File: config.mk
export PLATFORM = sky130hd
export DESIGN_NAME = mbx_dual_port
export DESIGN_NICKNAME = d
export VERILOG_FILES = /design/src/rtl/mbx_pkg.sv /design/src/rtl/mbx_host_dec.sv /design/src/rtl/mbx_store.sv /design/src/rtl/mbx_irq_regs.sv /design/src/rtl/mbx_dual_port.sv
export SDC_FILE = /design/constraint.sdc
export NUM_CORES = 1
export LEC_CHECK = 0
export BUFFER_PORTS_ARGS = -buffer_cell sky130_fd_sc_hd__buf_4
export CAP_MARGIN = 20
export CORE_AREA = 4 4 163 165
export DETAILED_ROUTE_END_ITERATION = 10
export DIE_AREA = 0 0 167 169
export HOLD_SLACK_MARGIN = 0.1
export PLACE_DENSITY = 0.74
export SYNTH_ARGS = -nofsm -noshare
export SYNTH_HDL_FRONTEND = slang
export SYNTH_SLANG_ARGS = --single-unit
File: constraint.sdc
create_clock -name clk -period 1.68 [get_ports clk]
set_clock_uncertainty 0.2 [all_clocks]
set_input_delay 0.252 -clock clk [delete_from_list [all_inputs] [get_ports clk]]
set_output_delay 0.252 -clock clk [all_outputs]
set_load 0.005 [all_outputs]
File: src/rtl/mbx_pkg.sv
package mbx_pkg;
    localparam int unsigned ADDR_W   = 14;
    localparam int unsigned DATA_W   = 32;
    localparam int unsigned MBX_N    = 8;
    localparam int unsigned IDX_W    = $clog2(MBX_N);
    localparam int unsigned BYTE_W   = 2;             // byte offset bits in a word
    localparam int unsigned WIN_LSB  = IDX_W + BYTE_W; // low bits that index inside a window
    localparam int unsigned PEND_LSB = 16;            // mailbox n -> status bit PEND_LSB+n

    localparam logic [ADDR_W-1:0] LOC_MBX_BASE  = 14'h3A00;
    localparam logic [ADDR_W-1:0] HST_MBX_BASE  = 14'h0900;
    localparam logic [ADDR_W-1:0] HST_STAT_ADDR = 14'h0040;
    localparam logic [ADDR_W-1:0] HST_EN_ADDR   = 14'h0050;

    typedef logic [DATA_W-1:0] word_t;
    typedef logic [MBX_N-1:0]  pend_t;
    typedef logic [IDX_W-1:0]  idx_t;
    typedef logic [ADDR_W-1:0] addr_t;

    typedef enum logic [1:0] {
        HSEL_NONE,
        HSEL_STAT,
        HSEL_EN,
        HSEL_MBX
    } hsel_e;

    typedef struct packed {
        hsel_e sel;
        idx_t  idx;
    } hdec_t;

    function automatic logic in_window(input addr_t a, input addr_t base);
        return a[ADDR_W-1:WIN_LSB] == base[ADDR_W-1:WIN_LSB];
    endfunction

    function automatic logic same_word(input addr_t a, input addr_t reg_addr);
        return a[ADDR_W-1:BYTE_W] == reg_addr[ADDR_W-1:BYTE_W];
    endfunction

    function automatic idx_t word_index(input addr_t a);
        return a[WIN_LSB-1:BYTE_W];
    endfunction

    function automatic word_t place_pend(input pend_t p);
        word_t w;
        w = '0;
        w[PEND_LSB +: MBX_N] = p;
        return w;
    endfunction

    function automatic pend_t take_pend(input word_t w);
        return w[PEND_LSB +: MBX_N];
    endfunction
endpackage

File: src/rtl/mbx_host_dec.sv
module mbx_host_dec
    import mbx_pkg::*;
(
    input  addr_t addr,
    output hdec_t dec
);
    always_comb begin
        dec.idx = word_index(addr);
        if (same_word(addr, HST_STAT_ADDR)) begin
            dec.sel = HSEL_STAT;
        end else if (same_word(addr, HST_EN_ADDR)) begin
            dec.sel = HSEL_EN;
        end else if (in_window(addr, HST_MBX_BASE)) begin
            dec.sel = HSEL_MBX;
        end else begin
            dec.sel = HSEL_NONE;
        end
    end
endmodule

File: src/rtl/mbx_store.sv
module mbx_store
    import mbx_pkg::*;
(
    input  logic  clk,
    input  logic  rst,
    input  logic  loc_wr,
    input  addr_t loc_addr,
    input  word_t loc_wdata,
    input  idx_t  rd_idx,
    output word_t rd_word,
    output pend_t set_pulse
);
    logic [MBX_N-1:0][DATA_W-1:0] mbx_q;
    logic loc_hit;
    idx_t loc_idx;

    assign loc_hit = loc_wr && in_window(loc_addr, LOC_MBX_BASE);
    assign loc_idx = word_index(loc_addr);

    for (genvar n = 0; n < MBX_N; n++) begin : g_slot
        logic slot_we;
        assign slot_we      = loc_hit && (loc_idx == idx_t'(n));
        assign set_pulse[n] = slot_we;

        always_ff @(posedge clk) begin
            if (rst) begin
                mbx_q[n] <= '0;
            end else if (slot_we) begin
                mbx_q[n] <= loc_wdata;
            end
        end
    end

    assign rd_word = mbx_q[rd_idx];

    // a window write lands in the addressed slot
    a_r1_slot_written: assert property (@(posedge clk) disable iff (rst)
        loc_hit |=> mbx_q[$past(loc_idx)] == $past(loc_wdata));

    // nothing but a local window write moves mailbox contents
    a_r2_mbx_hold: assert property (@(posedge clk) disable iff (rst)
        !loc_hit |=> $stable(mbx_q));
endmodule

File: src/rtl/mbx_irq_regs.sv
module mbx_irq_regs
    import mbx_pkg::*;
(
    input  logic  clk,
    input  logic  rst,
    input  pend_t set_pulse,
    input  logic  clr_wr,
    input  pend_t clr_mask,
    input  logic  en_wr,
    input  pend_t en_val,
    output pend_t status,
    output pend_t enable,
    output logic  irq
);
    pend_t clr_eff;

    assign clr_eff = clr_wr ? clr_mask : '0;

    always_ff @(posedge clk) begin
        if (rst) begin
            status <= '0;
            enable <= '0;
            irq    <= 1'b0;
        end else begin
            irq    <= |(status & enable);
            status <= (status & ~clr_eff) | set_pulse;
            if (en_wr) begin
                enable <= en_val;
            end
        end
    end

    // a set is never lost, even against a same-cycle clear
    a_r5_set_wins: assert property (@(posedge clk) disable iff (rst)
        (|set_pulse) |=> ((status & $past(set_pulse)) == $past(set_pulse)));

    // cleared bits without a competing set read zero afterwards
    a_r4_w1c_clears: assert property (@(posedge clk) disable iff (rst)
        clr_wr |=> ((status & $past(clr_mask & ~set_pulse)) == '0));

    // no enables means no interrupt in the next cycle
    a_r8_masked_quiet: assert property (@(posedge clk) disable iff (rst)
        (enable == '0) |=> !irq);
endmodule

File: src/rtl/mbx_dual_port.sv
module mbx_dual_port
    import mbx_pkg::*;
(
    input  logic        clk,
    input  logic        rst,
    input  logic        loc_wr,
    input  logic [13:0] loc_addr,
    input  logic [31:0] loc_wdata,
    input  logic        hst_wr,
    input  logic        hst_rd,
    input  logic [13:0] hst_addr,
    input  logic [31:0] hst_wdata,
    output logic [31:0] hst_rdata,
    output logic        irq_out
);
    hdec_t hdec;
    word_t mbx_word;
    pend_t set_pulse;
    pend_t status;
    pend_t enable;
    word_t rd_next;

    mbx_host_dec u_dec (
        .addr (hst_addr),
        .dec  (hdec)
    );

    mbx_store u_store (
        .clk       (clk),
        .rst       (rst),
        .loc_wr    (loc_wr),
        .loc_addr  (loc_addr),
        .loc_wdata (loc_wdata),
        .rd_idx    (hdec.idx),
        .rd_word   (mbx_word),
        .set_pulse (set_pulse)
    );

    mbx_irq_regs u_irq (
        .clk       (clk),
        .rst       (rst),
        .set_pulse (set_pulse),
        .clr_wr    (hst_wr && (hdec.sel == HSEL_STAT)),
        .clr_mask  (take_pend(hst_wdata)),
        .en_wr     (hst_wr && (hdec.sel == HSEL_EN)),
        .en_val    (take_pend(hst_wdata)),
        .status    (status),
        .enable    (enable),
        .irq       (irq_out)
    );

    always_comb begin
        unique case (hdec.sel)
            HSEL_STAT: rd_next = place_pend(status);
            HSEL_EN:   rd_next = place_pend(enable);
            HSEL_MBX:  rd_next = mbx_word;
            default:   rd_next = '0;
        endcase
    end

    always_ff @(posedge clk) begin
        if (rst) begin
            hst_rdata <= '0;
        end else if (hst_rd) begin
            hst_rdata <= rd_next;
        end
    end

    // reserved status bits return zero
    a_r6_reserved_zero: assert property (@(posedge clk) disable iff (rst)
        (hst_rd && hst_addr == HST_STAT_ADDR) |=> (hst_rdata[31:24] == '0 && hst_rdata[15:0] == '0));

    // read data moves only on a read strobe
    a_r9_rdata_hold: assert property (@(posedge clk) disable iff (rst)
        !hst_rd |=> $stable(hst_rdata));

    // reset leaves the host outputs at zero
    a_r10_reset_clear: assert property (@(posedge clk)
        rst |=> (hst_rdata == '0 && !irq_out));
endmodule

**Word level (Yosys, flattened, before mapping)**

Index checks and enable logic that the tools add are counted.

- Reduce and logical (&&, ||, !) cells: 13
- Equal/unequal tests: 14
- Mux-type cells: 7
- $lt $le $gt $ge: 1
- Bitwise operators: 4

Operators by type and width:

| kind | number |
|---|---|
| $bmux 32 s3 | 1 |
| $pmux 32 s3 | 1 |
| $mux 32 | 1 |
| $eq 12x5->1 const B | 2 |
| $and 8x8->8 | 2 |
| $eq 3x3->1 const B | 4 |
| $logic_and 1x1->1 | 11 |
| $eq 9x7->1 const B | 1 |
| $eq 9x9->1 const B | 1 |
| $mux 8 | 1 |
| $not 8->8 | 1 |
| $or 8x8->8 | 1 |
| $reduce_or 8->1 | 1 |
| $eq 3x2->1 const B | 2 |
| $mux 2 | 3 |
| $eq 2x2->1 const B | 2 |
| $lt 3x4->1 const B | 1 |
| $eq 3x1->1 const B | 1 |
| $logic_not 3->1 | 1 |
| $eq 2x1->1 const B | 1 |

- Register bits after elaboration: 305
- Word-level logic and storage cells: 51
- Bits of input ports: 97

**Depth between registers and ports, before layout**

Gate-level depths: netlist of the first run.

- Depth after elaboration: 10
- Mapped depth: 7
- Gate-level depth less buffers: 4

**Modules after synthesis**

A second synthesis of the first run with hierarchy kept.

- Cell total of the unflattened synthesis: 1,221
- Area total of the unflattened synthesis: 14,151.1 um2

By module, submodules not included:

| module | sequential area each (um2) | cells an instance | area each (um2) | times used |
|---|---|---|---|---|
| mbx_store | 5,124.9 | 1,039 | 12,199.2 | 1 |
| mbx_dual_port | 640.6 | 112 | 1,201.2 | 1 |
| mbx_irq_regs | 340.3 | 56 | 651.9 | 1 |
| mbx_host_dec | 0.0 | 14 | 98.8 | 1 |

**Worst setup path after synthesis of the first run**

OpenSTA, ideal clock, no wires.

- Path type: input to register
- From: input port hst_addr[3]
- To: register hst_rdata[28]
- Arrival time: 1.350 ns
- Path buffers: 3
- Required time: 1.352 ns
- Stages on the path: 6
- Slack: 0.002 ns
- Path through: buf_6 > buf_8 > buf_6 > mux4_2 > mux2i_1 > o21ai_1

- Word-level cells in the longest chain between the ends: 5
- Elaborated cells between the ends (all ways): 10

RTL lines:

| item | line | text |
|---|---|---|
| from (decl) | mbx_dual_port.sv:11 | `input logic [13:0] hst_addr,` |
| $eq 12x5->1 | mbx_pkg.sv:37 | `return a[ADDR_W-1:BYTE_W] == reg_addr[ADDR_W-1:BYTE_W];` |
| $mux 2 | mbx_host_dec.sv:11 | `end else if (same_word(addr, HST_EN_ADDR)) begin` |
| $mux 2 | mbx_host_dec.sv:9 | `if (same_word(addr, HST_STAT_ADDR)) begin` |
| $eq 2x2->1 or $eq 2x1->1 (tied branches) | mbx_dual_port.sv:53 | `unique case (hdec.sel)` |
| $pmux 32 s3 (*) | mbx_dual_port.sv:53 |  |
| to (signal assigned) | mbx_dual_port.sv:65 | `hst_rdata <= rd_next;` |
| to (decl) | mbx_dual_port.sv:13 | `output logic [31:0] hst_rdata,` |

Every way passes the cells marked *; elsewhere a longest branch is shown, timed or not. The select of a mux whose other input is x is not followed.
A chain may end at the register's enable or synchronous reset.

**Worst setup path in the final report of the first run**

- From: input port hst_addr[8]
- To: register u_irq.status[0]

- Word-level cells in the longest chain between the ends: 10
- Elaborated cells between the ends (all ways): 12

RTL lines:

| item | line | text |
|---|---|---|
| $eq 9x7->1 | mbx_pkg.sv:33 | `return a[ADDR_W-1:WIN_LSB] == base[ADDR_W-1:WIN_LSB];` |
| $mux 2 | mbx_host_dec.sv:13 | `end else if (in_window(addr, HST_MBX_BASE)) begin` |
| $mux 2 | mbx_host_dec.sv:11 |  |
| $mux 2 (*) | mbx_host_dec.sv:9 |  |
| $eq 2x1->1 (*) | mbx_dual_port.sv:43 | `.clr_wr (hst_wr && (hdec.sel == HSEL_STAT)),` |
| $logic_and 1x1->1 (*) | mbx_dual_port.sv:43 |  |
| $mux 8 (*) | mbx_irq_regs.sv:17 | `assign clr_eff = clr_wr ? clr_mask : '0;` |
| $not 8->8 (*) | mbx_irq_regs.sv:26 | `status <= (status & ~clr_eff) \| set_pulse;` |
| $and 8x8->8 (*) | mbx_irq_regs.sv:26 |  |
| $or 8x8->8 (*) | mbx_irq_regs.sv:26 |  |
| to (signal assigned) | mbx_irq_regs.sv:26 |  |
| to (decl) | mbx_irq_regs.sv:11 | `output pend_t status,` |

Every way passes the cells marked *; elsewhere a longest branch is shown, timed or not.

==> results of run 1 <==
## state kept, by name (all words and copies together) (netlist names)
register / cells
u_store.mbx_q: 256
hst_rdata: 32
u_irq.enable: 8
u_irq.status: 8
u_irq.irq: 1
## layer usage
layer / wire length (µm) / part of all wire, %
met2: 14600 / 49
met5: 0 / 0
met4: 528 / 1.8
met3: 1130 / 3.8
met1: 13300 / 45
## cell families (layout without fill, tap and decap cells)
| kind of cell | count (synthesis) | count (layout) |
|---|---|---|
| simple gates | 331 | 331 |
| mux | 368 | 368 |
| compound gates | 52 | 52 |
| flops | 305 | 305 |
| buf+inv | 124 | 260 |
## metrics by stage
step	util (%)	total power, mW	cell area [µm²]
3_3_place_gp	57.6	8.09	14400
6_report	63.2	14.7	15800
5_1_grt	63.2	15.1	15800
4_1_cts	63.2	14.8	15800
2_1_floorplan	-	7.81	13100
3_5_place_dp	57.6	8.09	14400
## cells in the final DEF, fill, tap and decap left out, drive strengths merged
cell type and count:
a211oi 1, a21oi 7, a22oi 4, a41oi 1, and2 1, and3 1
and3b 3, and4 1, and4bb 2, buf 155, bufinv 1, clkbuf 47
clkinv 4, dfxtp 305, dlygate4sd3 44, inv 9, mux2i 304, mux4 64
nand2 32, nand4 11, nor2 269, nor2b 3, nor3 1, nor3b 4
nor4 1, nor4b 1, nor4bb 1, o21ai 31, o221ai 8
## report_power, final
group	switching (mW)	internal [mW]	total, mW
clock network	2.76	3.87	6.64
logic	0.418	0.367	0.785
registers	0.000355	7.23	7.23
total	3.18	11.5	14.7
## worst register-to-register path: cells and delay by family, from the launching register on
family / cells / cell delay, ns
compound gates: 1 / 0.18
mux: 2 / 0.63
flops: 1 / 0.32
## worst max path at each step
stage / startpoint / to / slack (ns) / depth (start not counted)
after global routing: hst_addr[8] / u_irq.status[5] / 0.01 / 7
after CTS: hst_addr[8] / u_irq.status[4] / 0.1 / 7
after global placement: hst_addr[3] / hst_rdata[27] / -0.18 / 6
after detailed placement: hst_addr[3] / hst_rdata[22] / -0.20 / 6
final: hst_addr[8] / u_irq.status[0] / 0.06 / 7
after floorplan: hst_addr[3] / hst_rdata[28] / 0.002 / 6
## final cells by class
cell class	count	area, µm²
clock inverters	7	67.6
well taps	330	413
inverters	7	26.3
clock buffers	46	912
flip-flops and latches	305	6110
fillers	1964	9200
multi-input cells	751	6320
repair buffers	200	1990
## what timing repair did
item	4_1_cts	5_1_grt
buffers inserted	0	0
hold endpoints to repair	304	0
hold buffers	44	0
gates resized for setup	0	0
==> results.md, run 1 <==
Global routing:
- The leftover overflow at the end of global routing is 0.
- The highest-utilization routing layer at the global route stage is met2.
- The global routing usage on met1 is 28.7%.
- Entering global routing, the biggest net connects 138 pins.
- The met2 global-route usage is 35.9%.
- For met3 alone, demand over resource in global routing was 2.90%.
- The via count of the first global-routing pass came to 9270.
- The wire length of the first global-routing pass is 49200 µm.
- The number of antenna violations at the first check in global routing is 0.
- The global routing usage summed across all routing layers is 21.0%.

Logic synthesis:
- The adder and majority gate portion of the synthesized area is 0%.
- The flop and latch count out of synthesis is 305.
- By area, the combinational part of the netlist is dominated by multiplexers.
- The post-synthesis instance total is 1180.
- The largest area contributor in the synthesized netlist is sky130_fd_sc_hd__dfxtp_1.
- The dominant cell by count in the synthesized netlist is sky130_fd_sc_hd__dfxtp_1.
- The proportion of register bits with asynchronous set or reset after synthesis is 0%.
- The number of enable-type register cells in the synthesized netlist is 0.
- When the netlist entered floorplanning its net count stood at 1277.
- The synthesized netlist devotes 2.38% of its cell area to compound gates.
- Averaged over all synthesized cells, the footprint is 11.1 µm².
- Summing every instance area after synthesis gives 13100 µm².
- Of the post-synthesis cell area, the dominant cell type holds 46.6%.
- The synthesized netlist devotes 0% of its cell area to XOR and XNOR gates.
- In this run, distinct cell masters in the synthesized netlist total 33.
- Yosys printed 0 warnings.
- The main flop type after synthesis is sky130_fd_sc_hd__dfxtp_1.
- The post-synthesis mux area share is 34.3%.
- The basic-gate share of the synthesized area counting and, or, nand and nor cells is 11.1%.
- By count the netlist is led by sky130_fd_sc_hd__dfxtp_1, sky130_fd_sc_hd__mux2i_1, sky130_fd_sc_hd__nor2_1, sky130_fd_sc_hd__mux4_2, sky130_fd_sc_hd__clkbuf_1.
- In the post-synthesis netlist, the biggest area contributors are sky130_fd_sc_hd__dfxtp_1, sky130_fd_sc_hd__mux2i_1, sky130_fd_sc_hd__mux4_2.
- After synthesis, flip-flops and latches occupy 46.6% of the total area.

Clocking:
- The clock net sink count is 305.
- Clock tree synthesis selected as its root buffer the cell sky130_fd_sc_hd__clkbuf_16.
- CTS built an H-tree with a depth of 1.
- No sink is reached through more buffers than the 3 on the longest clock path.
- The clock edge transition at the registers on the reported setup and hold paths is 0.06 ns.
- Clock latency on the worst-skew pair, taken at its later pin, is 0.56 ns.
- The clock tree from TritonCTS is done.
- Counting the buffers created by CTS gives 31.

STA:
- The final-report setup violation count is 0.
- The final sum of negative setup slack is 0 ns.
- The final clock period utilization by the worst path is 96.4%.
- The count of final hold-check violations is 0.
- The worst setup margin is 0.0610 ns.
- On the final layout, the worst hold slack is 0.125 ns.
- Setup repair after global routing left no endpoint under its margin.
- The count of final max-slew check failures came to 0.
- The time the final worst path needs with I/O delays and setup is 1.62 ns.
- The maximum frequency from static timing analysis is 618 MHz.
- Measured against its own limit, the worst slew margin works out to 59.0%.
- For the pin with the worst max-slew slack, the measured transition is 0.615 ns.

Setup path:
- The largest individual stage delay along the critical path comes from the cell sky130_fd_sc_hd__dlygate4sd3_1.
- The critical-path maximum fanout is 8.
- The source of the worst register-to-register timing path is u_store.mbx_q[147].
- Counting stages on the worst path, the most repeated cell is sky130_fd_sc_hd__buf_4.
- Traced cell by cell, the critical path runs through dlygate4sd3_1 -> buf_4 -> nor3b_1 -> buf_4 -> nand4_2 -> nor2_1 -> a211oi_2.
- The worst setup path category is in -> reg.
- Grouping stages by cell kind, the critical path spends the most delay in buffers and inverters.
- For flop-to-flop paths, the worst setup slack is 0.21 ns.
- The worst register-to-register path ends at hst_rdata[19].
- The worst setup path is launched from a primary input.
- Counting cells, the worst reg-to-reg path comes to 3.
- The data arrival time of the critical path is 1.83 ns.
- Counting both buffers and inverters, the worst setup path holds a total of 3.
- STA puts the critical path data required time at 1.89 ns.
- STA classifies the critical path endpoint as a flip-flop.
- The largest incremental delay on the critical path is 0.54 ns.

Place:
- Summed over all nets, the half-perimeter wirelength after detailed placement is 18500 µm.
- The number of port buffers is 101.
- The weighted congestion reported at the end of routability-driven placement is 0.752.
- Timing analysis after detailed placement gives a worst setup slack of -0.200 ns.
- The count of placed standard cells including taps is 1549.

Floorplan:
- For this configuration, the core starts out at a cell density of 52.3%.
- The die is 167 µm wide.
- The floorplan has 58 rows.
- The number of top-level pins is 130.
- The overall die height is 169 µm.
- The placeable core region is 25000 µm².
- The area of the die is 28200 µm².

Pwr:
- The power per standard cell area is 926 nW/µm².
- Summed over all cells, the static leakage comes to 7.78 nW.
- VDD sags by at most 0.000829 V.

Routing:
- For this run, the detailed router's first-pass iteration total came to 5.
- The post-detailed-route via-to-cell ratio is 5.43.
- The final wirelength is 29600 µm.
- The total via count after detailed routing is 8937.
- The number of routed nets with antenna violations is 0.
- The routed length per placed instance is 18.0 µm.
- After detailed routing, the number of remaining DRC violations is 0.
- The starting DRC count in detailed routing is 474.

Hold path:
- The worst hold path belongs to the class in -> reg.
- The worst hold path begins at hst_addr[2].
- The sink of the worst hold path is hst_rdata[15].
- The hold-critical path depth is 4.

Flow run:
- The tool flagged a number of max-cap violations equal to 0.

Final layout:
- For this run, the number of standard cells in the final layout without fillers is 1646.
- The share of layout cells above drive strength 1 is 21.4%.
- The final layout contains 1393 nets.
- The layout overhead on the synthesized area is 21.0%.
- The number of antenna diodes is 0.

Outcome:
- The run finished with clean final reports.
No activity file was read; power rests on OpenSTA's default activity.
==> run 2, diff against run 1 <==
--- a/config.mk
+++ b/config.mk
@@ -11,7 +11,7 @@
 export DETAILED_ROUTE_END_ITERATION = 10
 export DIE_AREA = 0 0 167 169
 export HOLD_SLACK_MARGIN = 0.1
-export PLACE_DENSITY = 0.74
+export PLACE_DENSITY = 0.76
 export SYNTH_ARGS = -nofsm -noshare
 export SYNTH_HDL_FRONTEND = slang
 export SYNTH_SLANG_ARGS = --single-unit
==> results.md, run 2 (synthesized netlist as in run 1, its figures left out) <==
Outcome:
- The run finished with clean final reports.

Global routing:
- The via count of the first global-routing pass is 9436.
- The number of antenna violations at the first check in global routing is 0.
- The leftover overflow at the end of global routing is 0.
- The wire length of the first global-routing pass is 49400 µm.
- The global routing usage summed across all routing layers is 21.1%.
- The largest net degree at the start of global routing is 161.

Place:
- The detailed-placement wirelength estimate is 19400 µm.
- The congestion estimate from routability-driven global placement came to 0.771.
- The pre-CTS setup slack is -0.263 ns.
- Port buffering added 101 buffers.

STA:
- The count of final max-slew check failures is 0.
- The maximum frequency from static timing analysis is 636 MHz.
- For the final routed database, the setup TNS stands at 0 ns.
- The time the final worst path needs with I/O delays and setup is 1.57 ns.
- The final critical path takes up 93.6% of the cycle.
- Setup repair after global routing left no endpoint under its margin.
- For the pin with the worst max-slew slack, the measured transition is 0.734 ns.
- The count of final hold-check violations is 0.
- After layout, the worst setup slack is 0.107 ns.
- In this run the tightest slew margin relative to its limit is 51.1%.
- The final-report setup violation count is 0.

Pwr:
- The worst IR drop on VDD is 0.00103 V.
- The standby leakage power is 7.87 nW.
- In this run the power density over the cells is 941 nW/µm².

Routing:
- The routed design has 30000 µm of wire.
- In the final routed layout, each cell accounts on average for 18.1 µm.
- The first detailed-routing pass took 5 iterations.
- After detailed routing, the number of vias per cell comes to 5.42.
- The total via count after detailed routing is 8984.
- The number of routed nets with antenna violations is 0.
- The detailed router finished its first iteration with 586 violations.
- The remaining design rule violation count is 0.

Clocking:
- The number of clock buffers added by TritonCTS is 31.
- The clock net sink count is 305.
- The clock edge transition at the registers on the reported setup and hold paths is 0.06 ns.
- The clock tree from TritonCTS is done.
- In this run the number of H-tree levels came out at 1.
- The longest clock path from root to sink contains 3 buffers.
- The clock reaches the later pin of the worst-skew pair after 0.54 ns.
- The total of cells resized after clock tree synthesis is 0.
- The number of buffers added for setup after CTS is 0.
- In this run the clock root is driven by a sky130_fd_sc_hd__clkbuf_16.

Setup path:
- For the worst flop-to-flop path, the logic depth is 3.
- The worst setup path is of the in -> reg kind.
- In this run the worst path has a maximum fanout of 8.
- Data arrives at the worst endpoint at 1.79 ns.
- The worst register-to-register path ends at hst_rdata[16].
- The source of the worst register-to-register timing path is u_store.mbx_q[240].
- In this run the register-to-register setup slack is 0.19 ns.
- The capturing element of the worst setup path is u_store.mbx_q[157].
- The startpoint of the most critical setup path is loc_addr[7].
- The worst setup path is launched from a primary input.
- For the worst setup path, the data required time is 1.89 ns.
- STA classifies the critical path endpoint as a flip-flop.

Floorplan:
- The area of the die is 28200 µm².
- The die is 169 µm tall.
- The effective utilization at floorplan is 52.3%.
- The number of top-level pins is 130.
- The die is 167 µm wide.
- The number of rows in the core area is 58.
- The placeable core region is 25000 µm².

Final layout:
- The top cell types in the final layout, fill and taps aside, are sky130_fd_sc_hd__dfxtp_1, sky130_fd_sc_hd__mux2i_1, sky130_fd_sc_hd__nor2_1, sky130_fd_sc_hd__buf_4, sky130_fd_sc_hd__mux4_2.
- Leaving out fill and tap cells, the most frequent cell in the layout is sky130_fd_sc_hd__dfxtp_1.
- More flip-flops sit in one register than any other, and that register is u_store.mbx_q.
- The register with the most flip-flops in the layout has 256 of them.
- The share of layout cells above drive strength 1 is 22.1%.
- The largest registers in the layout are u_store.mbx_q x256, hst_rdata x32.
- From synthesis to final layout, the design area changed by 22.6%.
- After the last flow step, the layout net total stands at 1400.

Flow run:
- Max-cap violations in this run came to 0.

Hold path:
- The class of the tightest hold or removal check is in -> reg.
-- run 2: changes by cell type in the layout (fill, tap and decap cells not counted), sizes merged --
cell	change
buf	+9
clkinv	+1
clkinvlp	+1
diode	+1
bufinv	+3
clkbuf	-1
inv	-2
dlygate4sd3	-1
-- run 2: critical path: stages --
cell                            delay [ns]
sky130_fd_sc_hd__buf_4                0.10
sky130_fd_sc_hd__and4bb_1             0.31
sky130_fd_sc_hd__buf_12               0.16
sky130_fd_sc_hd__nand4_4              0.15
sky130_fd_sc_hd__dlygate4sd3_1        0.61
sky130_fd_sc_hd__mux2i_1              0.15
sky130_fd_sc_hd__nor2_1               0.05
-- run 2: worst min path at each step --
stage | start | to | slack (ns) | cells past startpoint
2_1_floorplan | hst_wdata[16] | u_irq.status[0] | 0.14 | 1
3_3_place_gp | hst_rdata[27] | hst_rdata[27] | 0.24 | 2
3_5_place_dp | hst_rdata[7] | hst_rdata[7] | 0.24 | 2
4_1_cts | hst_addr[8] | hst_rdata[30] | 0.11 | 4
5_1_grt | hst_addr[8] | hst_rdata[7] | 0.13 | 4
6_report | hst_addr[8] | hst_rdata[15] | 0.14 | 4
-- run 2: timing repair --
| item | 4_1_cts | 5_1_grt |
|---|---|---|
| hold buffers | 43 | 0 |
| setup endpoints to repair | 0 | 0 |
| hold endpoints to repair | 304 | 0 |
-- run 2: cell type report --
class	count	area, µm²
inverters	7	26.3
clock buffers	46	912
well taps	330	413
flip-flops and latches	305	6110
clock inverters	10	153
fillers	1931	8990
repair buffers	207	2120
diodes	1	2.50
multi-input cells	751	6320
-- run 2: layer usage --
metal	vias up	part of all wire, %	GRT usage (%)
met4	0	3.1	6.40
met2	193	49	36.9
met5	-	0	0
met1	4369	43	27.1
met3	67	4.0	3.29
li1	4355	-	-
-- run 2: power breakdown --
| group | internal [mW] | total [mW] | switching, mW |
|---|---|---|---|
| Combinational | 0.365 | 0.792 | 0.427 |
| Sequential | 7.23 | 7.23 | 0.000360 |
| Clock | 4.34 | 7.07 | 2.74 |
-- run 2: stage by stage --
| stage | std cells | power [mW] | cell area [µm²] | util, % | hold slack, ns |
|---|---|---|---|---|---|
| 5_1_grt | 1656 | 15.6 | 16000 | 64.1 | 0.134 |
| 2_1_floorplan | 1180 | 7.81 | 13100 | - | 0.142 |
| 6_report | 1657 | 15.1 | 16000 | 64.1 | 0.136 |
| 3_5_place_dp | 1557 | 8.10 | 14500 | 58.1 | 0.243 |
| 4_1_cts | 1656 | 15.2 | 16000 | 64.1 | 0.112 |
| 3_3_place_gp | 1557 | 8.10 | 14500 | 58.1 | 0.236 |
